`src/rtl/tick_pkg.sv`:
```
package tick_pkg;
  localparam int SINT_BITS = 2;

  typedef enum int {
    SB_TIMER  = 0,
    SB_STIMER = 1
  } sint_bit_e;

  // Timer 0 feeds the timer soft bit; every other timer feeds the system-timer bit.
  function automatic int sint_bit_of(input int ch);
    return (ch == 0) ? int'(SB_TIMER) : int'(SB_STIMER);
  endfunction
endpackage

```
`src/rtl/tick_channel.sv`:
```
module tick_channel #(
  parameter int CW = 63
) (
  input  logic          clk,
  input  logic          rst_n,
  input  logic          tick,
  input  logic          cnt_we,
  input  logic [CW:0]   cnt_wd,
  input  logic          lim_we,
  input  logic [CW:0]   lim_wd,
  output logic [CW-1:0] cnt_q,
  output logic          npt_q,
  output logic [CW-1:0] lim_q,
  output logic          dis_q,
  output logic          fire_o,
  output logic          match_o
);
  function automatic logic [CW-1:0] step_count(input logic [CW-1:0] c, input logic adv);
    return adv ? c + 1'b1 : c;
  endfunction

  function automatic logic limit_in_past(input logic [CW-1:0] l, input logic [CW-1:0] c);
    return l <= c;
  endfunction

  function automatic logic limit_arms(input logic [CW-1:0] l, input logic d);
    return (l != '0) && !d;
  endfunction

  logic          armed_q;
  logic          late_q;
  logic [CW-1:0] cnt_nx;
  logic          hit_next;

  always_comb begin
    cnt_nx   = cnt_we ? cnt_wd[CW-1:0] : step_count(cnt_q, tick);
    hit_next = (step_count(cnt_q, 1'b1) == lim_q);
    fire_o   = armed_q && tick && !cnt_we && !lim_we && (late_q || hit_next);
  end

  always_ff @(posedge clk or negedge rst_n) begin
    if (!rst_n) begin
      cnt_q   <= '0;
      npt_q   <= 1'b1;
      lim_q   <= '0;
      dis_q   <= 1'b1;
      armed_q <= 1'b0;
      late_q  <= 1'b0;
      match_o <= 1'b0;
    end else begin
      cnt_q <= cnt_nx;
      if (cnt_we) npt_q <= cnt_wd[CW];
      if (lim_we) begin
        lim_q   <= lim_wd[CW-1:0];
        dis_q   <= lim_wd[CW];
        armed_q <= limit_arms(lim_wd[CW-1:0], lim_wd[CW]);
        late_q  <= limit_in_past(lim_wd[CW-1:0], cnt_nx);
      end else if (fire_o) begin
        armed_q <= 1'b0;
        late_q  <= 1'b0;
      end
      match_o <= fire_o;
    end
  end
endmodule

```
`src/rtl/softint_flags.sv`:
```
module softint_flags #(
  parameter int NB = 2
) (
  input  logic          clk,
  input  logic          rst_n,
  input  logic [NB-1:0] set_i,
  input  logic [NB-1:0] clr_i,
  output logic [NB-1:0] flags_q
);
  always_ff @(posedge clk or negedge rst_n) begin
    if (!rst_n) flags_q <= '0;
    else        flags_q <= (flags_q & ~clr_i) | set_i;
  end
endmodule

```
`src/rtl/tick_timer_cluster.sv`:
```
module tick_timer_cluster #(
  parameter int CW   = 63,
  parameter int NCH  = 3,
  parameter int SELW = 2
) (
  input  logic                          clk,
  input  logic                          rst_n,
  input  logic [NCH-1:0]                tick_en,
  input  logic [NCH-1:0]                cnt_we,
  input  logic [CW:0]                   cnt_wdata,
  input  logic [NCH-1:0]                lim_we,
  input  logic [CW:0]                   lim_wdata,
  input  logic [SELW-1:0]               rd_sel,
  output logic [CW:0]                   rd_count,
  output logic [CW:0]                   rd_limit,
  output logic [NCH-1:0]                match,
  input  logic [tick_pkg::SINT_BITS-1:0] sint_clr,
  output logic [tick_pkg::SINT_BITS-1:0] sint
);
  localparam int NSB = tick_pkg::SINT_BITS;

  logic [CW-1:0] ch_cnt [NCH];
  logic [CW-1:0] ch_lim [NCH];
  logic [NCH-1:0] ch_npt;
  logic [NCH-1:0] ch_dis;
  logic [NCH-1:0] ch_fire;
  logic [NCH-1:0] ch_lim_zero;
  logic [NSB-1:0] sint_set;

  for (genvar g = 0; g < NCH; g++) begin : g_ch
    tick_channel #(.CW(CW)) u_ch (
      .clk     (clk),
      .rst_n   (rst_n),
      .tick    (tick_en[g]),
      .cnt_we  (cnt_we[g]),
      .cnt_wd  (cnt_wdata),
      .lim_we  (lim_we[g]),
      .lim_wd  (lim_wdata),
      .cnt_q   (ch_cnt[g]),
      .npt_q   (ch_npt[g]),
      .lim_q   (ch_lim[g]),
      .dis_q   (ch_dis[g]),
      .fire_o  (ch_fire[g]),
      .match_o (match[g])
    );
    assign ch_lim_zero[g] = (ch_lim[g] == '0);
  end

  always_comb begin
    sint_set = '0;
    for (int i = 0; i < NCH; i++)
      sint_set[tick_pkg::sint_bit_of(i)] = sint_set[tick_pkg::sint_bit_of(i)] | ch_fire[i];
  end

  always_comb begin
    rd_count = '0;
    rd_limit = '0;
    for (int i = 0; i < NCH; i++) begin
      if (rd_sel == SELW'(i)) begin
        rd_count = {ch_npt[i], ch_cnt[i]};
        rd_limit = {ch_dis[i], ch_lim[i]};
      end
    end
  end

  softint_flags #(.NB(NSB)) u_sint (
    .clk     (clk),
    .rst_n   (rst_n),
    .set_i   (sint_set),
    .clr_i   (sint_clr),
    .flags_q (sint)
  );
endmodule

```
`config.mk`:
```
export PLATFORM = sky130hd
export DESIGN_NAME = tick_timer_cluster
export DESIGN_NICKNAME = d
export VERILOG_FILES = /design/src/rtl/tick_pkg.sv /design/src/rtl/tick_channel.sv /design/src/rtl/softint_flags.sv /design/src/rtl/tick_timer_cluster.sv
export SDC_FILE = /design/constraint.sdc
export NUM_CORES = 2
export LEC_CHECK = 0
export ABC_CLOCK_PERIOD_IN_PS = 4400
export BUFFER_PORTS_ARGS = -buffer_cell sky130_fd_sc_hd__buf_4
export CAP_MARGIN = 15
export CORE_ASPECT_RATIO = 1.25
export CORE_MARGIN = 4
export CORE_UTILIZATION = 34
export DETAILED_ROUTE_END_ITERATION = 10
export HOLD_SLACK_MARGIN = 0.05
export PLACE_DENSITY_LB_ADDON = 0.05
export SYNTH_ARGS = -nofsm -noshare
export SYNTH_HDL_FRONTEND = slang
export SYNTH_SLANG_ARGS = --single-unit
```
`constraint.sdc`:
```
create_clock -name clk -period 4.4 [get_ports clk]
set_input_delay 0.88 -clock clk [delete_from_list [all_inputs] [get_ports clk]]
set_output_delay 0.88 -clock clk [all_outputs]
set_load 0.01 [all_outputs]
```
Word level (Yosys, flattened, before mapping)
Cells that the tools add are included. W data, S select, Z words.

Register bits: 395. Input port bits: 143. Output and inout port bits: 133. Word-level logic and storage cells: 86.

Add/sub/neg operators: 3. $lt $le $gt $ge: 3. Eq/ne operators: 5. Muxes and demuxes: 21. Bitwise gates (word level): 4. Reductions and logical operators: 28.

Operator list (number): $mux W64 (6); $mux W63 (6); $add A63 B1 Y63 const B (3); $eq A63 B63 Y1 (3); $le A63 B63 Y1 (3); $reduce_bool A63 Y1 (1); $logic_and A1 B1 Y1 (13); $mux W1 (9); $logic_not A1 Y1 (7); $reduce_bool A2 Y1 (3); $logic_or A1 B1 Y1 (3); $and A2 B2 Y2 (1); $eq A2 B1 Y1 const B (1); $eq A2 B2 Y1 const B (1); $logic_not A2 Y1 (1); $not A2 Y2 (1); $or A2 B2 Y2 (1); $or A1 B1 Y1 (1).

Depth between registers and ports, before layout
Depth in word-level cells: 6. Mapped depth: 23. Gate-level depth less buffers: 21.

Modules after synthesis
Synthesis repeated with hierarchy kept, for this count alone.

Cell total of the unflattened synthesis: 3675. Area, all modules: 32934.1 um2.

By module, submodules not included: tick_channel at g_ch[1].u_ch ... (times used 2, cells an instance 1134, area an instance 10035.9 um2, sequential area each 3280.6 um2); tick_channel at g_ch[0].u_ch (times used 1, cells an instance 1101, area an instance 9977.1 um2, sequential area each 3280.6 um2); tick_timer_cluster (times used 1, cells an instance 300, area an instance 2812.7 um2, sequential area each 0.0 um2); softint_flags (times used 1, cells an instance 6, area an instance 72.6 um2, sequential area each 50.0 um2).

Worst setup path after synthesis
OpenSTA, ideal clock, no wires.

Kind: reg2reg. Start: register g_ch[0].u_ch.cnt_q[0]. End: register g_ch[0].u_ch.late_q. Library setup time: 0.067 ns. Arrival: 4.519 ns. Required time: 4.333 ns. Setup slack: -0.186 ns. Stages on the path, launching flop included: 24. Clock period less this slack: 4.586 ns. Path through: dfrtp_1 > ha_1 > nand3_1 > or3_1 > clkbuf_1 > nor3_1 > clkbuf_1 > nand3_1 > nor2_1 > nand4_1 > xor2_1 > o21ai_0 > inv_1 > ha_1 > a21o_1 > a21o_1 > a21oi_1 > nor2b_1 > o21ai_0 > nand2b_1 > a211oi_1 > o22ai_1 > a2111oi_0 > a311o_1.

Cells in the longest elaborated chain, start to end: 5. Elaborated cells between the ends (all ways): 9. Those cells by class: add/sub (1); order compare (1); eq/ne (1); mux (3); reduce/logical (3).

Ends and longest elaborated chain: start, declared (RTL line tick_channel.sv:11) `output logic [CW-1:0] cnt_q,`; start signal, assigned (RTL line tick_channel.sv:51) `cnt_q <= cnt_nx;`; $add A63 B1 Y63 (RTL line tick_channel.sv:19) `return adv ? c + 1'b1 : c;`; $mux W63 (RTL line tick_channel.sv:19); $mux W63 (RTL line tick_channel.sv:36) `cnt_nx = cnt_we ? cnt_wd[CW-1:0] : step_count(cnt_q, tick);`; named net g_ch[0].u_ch.cnt_nx[48] (RTL line tick_channel.sv:32) `logic [CW-1:0] cnt_nx;`; $le A63 B63 Y1 (RTL line tick_channel.sv:23) `return l <= c;`; $mux W1 (RTL line tick_channel.sv:53) `if (lim_we) begin`; end signal, assigned (RTL line tick_channel.sv:57) `late_q <= limit_in_past(lim_wd[CW-1:0], cnt_nx);`; end, declared (RTL line tick_channel.sv:31) `logic late_q;`.

The timed path passes the listed nets, and every way through them passes these cells. A chain may end at the register's enable or synchronous reset.

Worst setup path in the final report
Start: register g_ch[0].u_ch.cnt_q[0]. End: register g_ch[0].u_ch.late_q.

Cells in the longest elaborated chain, start to end: 5. Elaborated cells between the ends (all ways): 9. Those cells by class: add/sub (1); order compare (1); eq/ne (1); mux (3); reduce/logical (3).

Ends and longest elaborated chain (RTL line): $add A63 B1 Y63 (tick_channel.sv:19); $mux W63 / $eq A63 B63 Y1 (equally long branches) (tick_channel.sv:19, tick_channel.sv:37); $mux W63 / $logic_or A1 B1 Y1 (equally long branches) (tick_channel.sv:36, tick_channel.sv:38); $le A63 B63 Y1 / $logic_and A1 B1 Y1 (equally long branches) (tick_channel.sv:23, tick_channel.sv:38); $mux W1 / $reduce_bool A2 Y1 (equally long branches).

Several ways; a longest one is shown, not always the timed one.

==> impl_metrics.json <==
{
  "max_freq_ghz": 0.222,
  "syn-num-nets": 4200,
  "dr.pass1.iters": 6,
  "start_util": 0.342,
  "area_growth_syn_to_layout_pct": 33.6,
  "fin_crit_ns": 4.51,
  "root_buffer": "clkbuf_16",
  "setup.worst_path.end_class": "flip-flop",
  "routedWlPerCell_um": 32.7,
  "portBuffers": 275,
  "yosysSeqAreaShare": 0.301,
  "setup_viol": 2,
  "io_pins": 276,
  "violations": "setup timing",
  "yosysTopAreaCell": "dfrtp_1",
  "powerDensity_mw_per_mm2": 314,
  "power_frac_clock": 0.343,
  "clk_pin_slew_worst_paths_ns": 0.06,
  "drt_wl_total_mm": 197,
  "clk_latency_ns": 0.66,
  "avgSynthCellArea_um2": 8.49,
  "hold_violations": 0,
  "required_ns": 4.92,
  "yosys-top-cells-area": "dfrtp_1 30%, ha_1 7.3%, xnor2_1 7.0%",
  "worstPathCellList": "buf_6, and4_4, nand4_1, or3_4, or3_4, nor3_4, buf_6, and3_4, xnor2_2, o21a_1, ha_1, nand4_1, nor4_4, nand3_2, nand3b_1, a31oi_4, a2111oi_4, a311o_1",
  "grt_pass1_vias": 34383,
  "status": "finished with violations",
  "ys_types": 92,
  "cts_tree": "done",
  "die_area_mm2": 0.102,
  "yosysWarnings": 0,
  "dp_hpwl_mm": 164,
  "cp.arrival_ns": 5.03,
  "fin_skew_ns": 0.0288,
  "core_area_mm2": 0.0958,
  "rsz0062_at_grt": "yes",
  "drv_cap": 0,
  "slew_headroom": 0.261,
  "holdCritPathClass": "in -> async",
  "ctsHoldBuffers": 0,
  "drive_gt1_frac": 0.315,
  "cp_max_fo": 4,
  "fin_util": 0.458,
  "leakagePower_nw": 19.3,
  "clockBufferDepth": 3,
  "power_switching_w": 0.00519,
  "synth.cell_area_mm2": 0.0328,
  "die_x_um": 286,
  "crit_path_max_incr_delay_ns": 0.44,
  "cp_slowest_cell": "or3_4",
  "synthArstFlopShare": 1.00,
  "pwr-share-comb": 0.333,
  "seqCellArea_mm2": 0.00990,
  "p_int_w": 0.00860,
  "place_congestion": 1.07,
  "irDropWorstVdd_mv": 0.271,
  "drv_slew": 0,
  "holdWs_ns": 0.272,
  "fin_setup_tns_ns": -0.187,
  "antenna_found_initial": 6,
  "finish.net_count": 5010,
  "fillers": 9785,
  "synth_flop_cell": "dfrtp_1",
  "grt_usage": 0.375,
  "p_seq_frac": 0.324,
  "synth_most_common_cell": "nand2_1",
  "cts.sinks": 395,
  "synth_edf_count": 0,
  "synthTopCellsByCount": "498 x nand2_1, 389 x dfrtp_1, 305 x o21ai_0",
  "viasPerCell": 5.67,
  "syn_inst": 3865,
  "synth_top_area_frac": 0.297,
  "tightest_slew_ns": 1.10,
  "critical_path_class": "reg -> reg",
  "setup_slack_ns": -0.105,
  "timing.final.crit_share": 1.02,
  "die_h_um": 355,
  "ys_ff_latch": 395,
  "drt_iter0_markers": 3033,
  "drc": 0,
  "grt_max_degree": 81,
  "rows": 127,
  "start_kind": "flip-flop",
  "multi_input_area_mm2": 0.0217,
  "grt-ovfl-total": 0,
  "numCtsBuffers": 52,
  "routed-via-count": 34117,
  "final_antenna_net_count": 0,
  "switching_share": 0.377,
  "grt_pass1_wl_mm": 269,
  "h-tree-depth": 2,
  "rrSetupSlack_ns": -0.11
}
-- placed cells by master (no fill, tap or decap), drive strengths merged, types with 16 or more instances in the layout --
master / instances
nand3: 135
o21ai: 306
and3: 42
clkbuf: 65
a21o: 53
nor3: 92
and4: 34
or3: 28
mux2: 194
o21a: 101
nand2b: 24
ha: 192
clkinv: 19
nand4: 148
or4: 28
nor2b: 29
a31oi: 16
mux2i: 136
xnor2: 262
nor2: 160
xor2: 172
a21oi: 84
dfrtp: 389
buf: 1010
nor4: 82
inv: 229
nand2: 501
-- per-layer routing --
metal  track usage  vias up  wire length, um
met5             0        -               22
met3        0.0534      504            11000
li1              -    15265                -
met4         0.258        2            18000
met1         0.437    16945            74800
met2         0.638     1401            92700
-- worst max-delay path, delay by kind of cell, from the launching register on --
kind | cells | cell delay [ns]
xor+xnor | 1 | 0.06
buf+inv | 2 | 0.26
fa+ha+maj | 1 | 0.28
compound gates | 4 | 0.82
flops | 1 | 0.37
simple gates | 10 | 2.61
-- cells by family (layout without fill, tap and decap cells) --
group                      count (synthesis)  after routing  synth area share
other                                      0              3                 0
and+or+nand+nor                         1364           1364             0.213
xor gates and xnor gates                 434            434             0.116
adders and majority gates                192            192            0.0732
AOI/OAI and AO/OA                        668            668             0.126
buffers and inverters                    482           1336            0.0625
muxes                                    330            330             0.108
DFF                                      395            395             0.301
-- path summary, 6_finish.rpt --
path | endpoint | from | cells after the start
min | g_ch[1].u_ch.cnt_q[6] | rst_n | 1
min reg2reg | u_sint.flags_q[1] | u_sint.flags_q[1] | 1
min in group clk | g_ch[0].u_ch.npt_q | cnt_wdata[63] | 2
max reg2reg | g_ch[0].u_ch.late_q | g_ch[0].u_ch.cnt_q[0] | 18
max in group asynchronous | g_ch[0].u_ch.cnt_q[11] | rst_n | 2
max | g_ch[0].u_ch.late_q | g_ch[0].u_ch.cnt_q[0] | 18
-- metrics by stage --
step | instance area (um2) | std cells | total power (W) | worst slack, ns
final | 43900 | 6012 | 0.0138 | -0.105
after global routing | 43800 | 6011 | 0.0142 | -0.221
after CTS | 43100 | 5987 | 0.0137 | -0.0635
after detailed placement | 40900 | 5883 | 0.00894 | -0.854
after global placement | 40900 | 5883 | 0.00894 | -0.733
after floorplan | 32800 | 3865 | 0.00651 | 0.0145
-- area by class of cell --
type	instances	area share
clock buffers	64	0.0328
clock inverters	34	0.00873
multi-input cells	2988	0.496
flip-flops and latches	395	0.226
inverters	227	0.0194
repair buffers	1011	0.181
well taps	1290	0.0368
diodes	3	0.000171
-- sequential cells by signal, indices dropped and copies added (netlist names) --
name / flops
g_ch.u_ch.armed_q: 3
g_ch.u_ch.cnt_q: 189
g_ch.u_ch.dis_q: 3
g_ch.u_ch.late_q: 3
g_ch.u_ch.lim_q: 189
g_ch.u_ch.match_o: 3
g_ch.u_ch.npt_q: 3
u_sint.flags_q: 2
-- power by group through the flow --
stage | clock [W] | sequential [W] | combinational (W)
floorplan | 0 | 0.00429 | 0.00222
global placement | 0 | 0.00451 | 0.00443
detailed placement | 0 | 0.00452 | 0.00442
CTS | 0.00476 | 0.00446 | 0.00447
global route | 0.00490 | 0.00450 | 0.00485
finish | 0.00473 | 0.00447 | 0.00460
-- what timing repair did --
item                       in CTS  in global routing
setup endpoints to repair       4                  5
pin swaps                      19                 72
buffers inserted                6                 23
gates resized for setup        88                137
No activity file was read; power rests on OpenSTA's default activity.
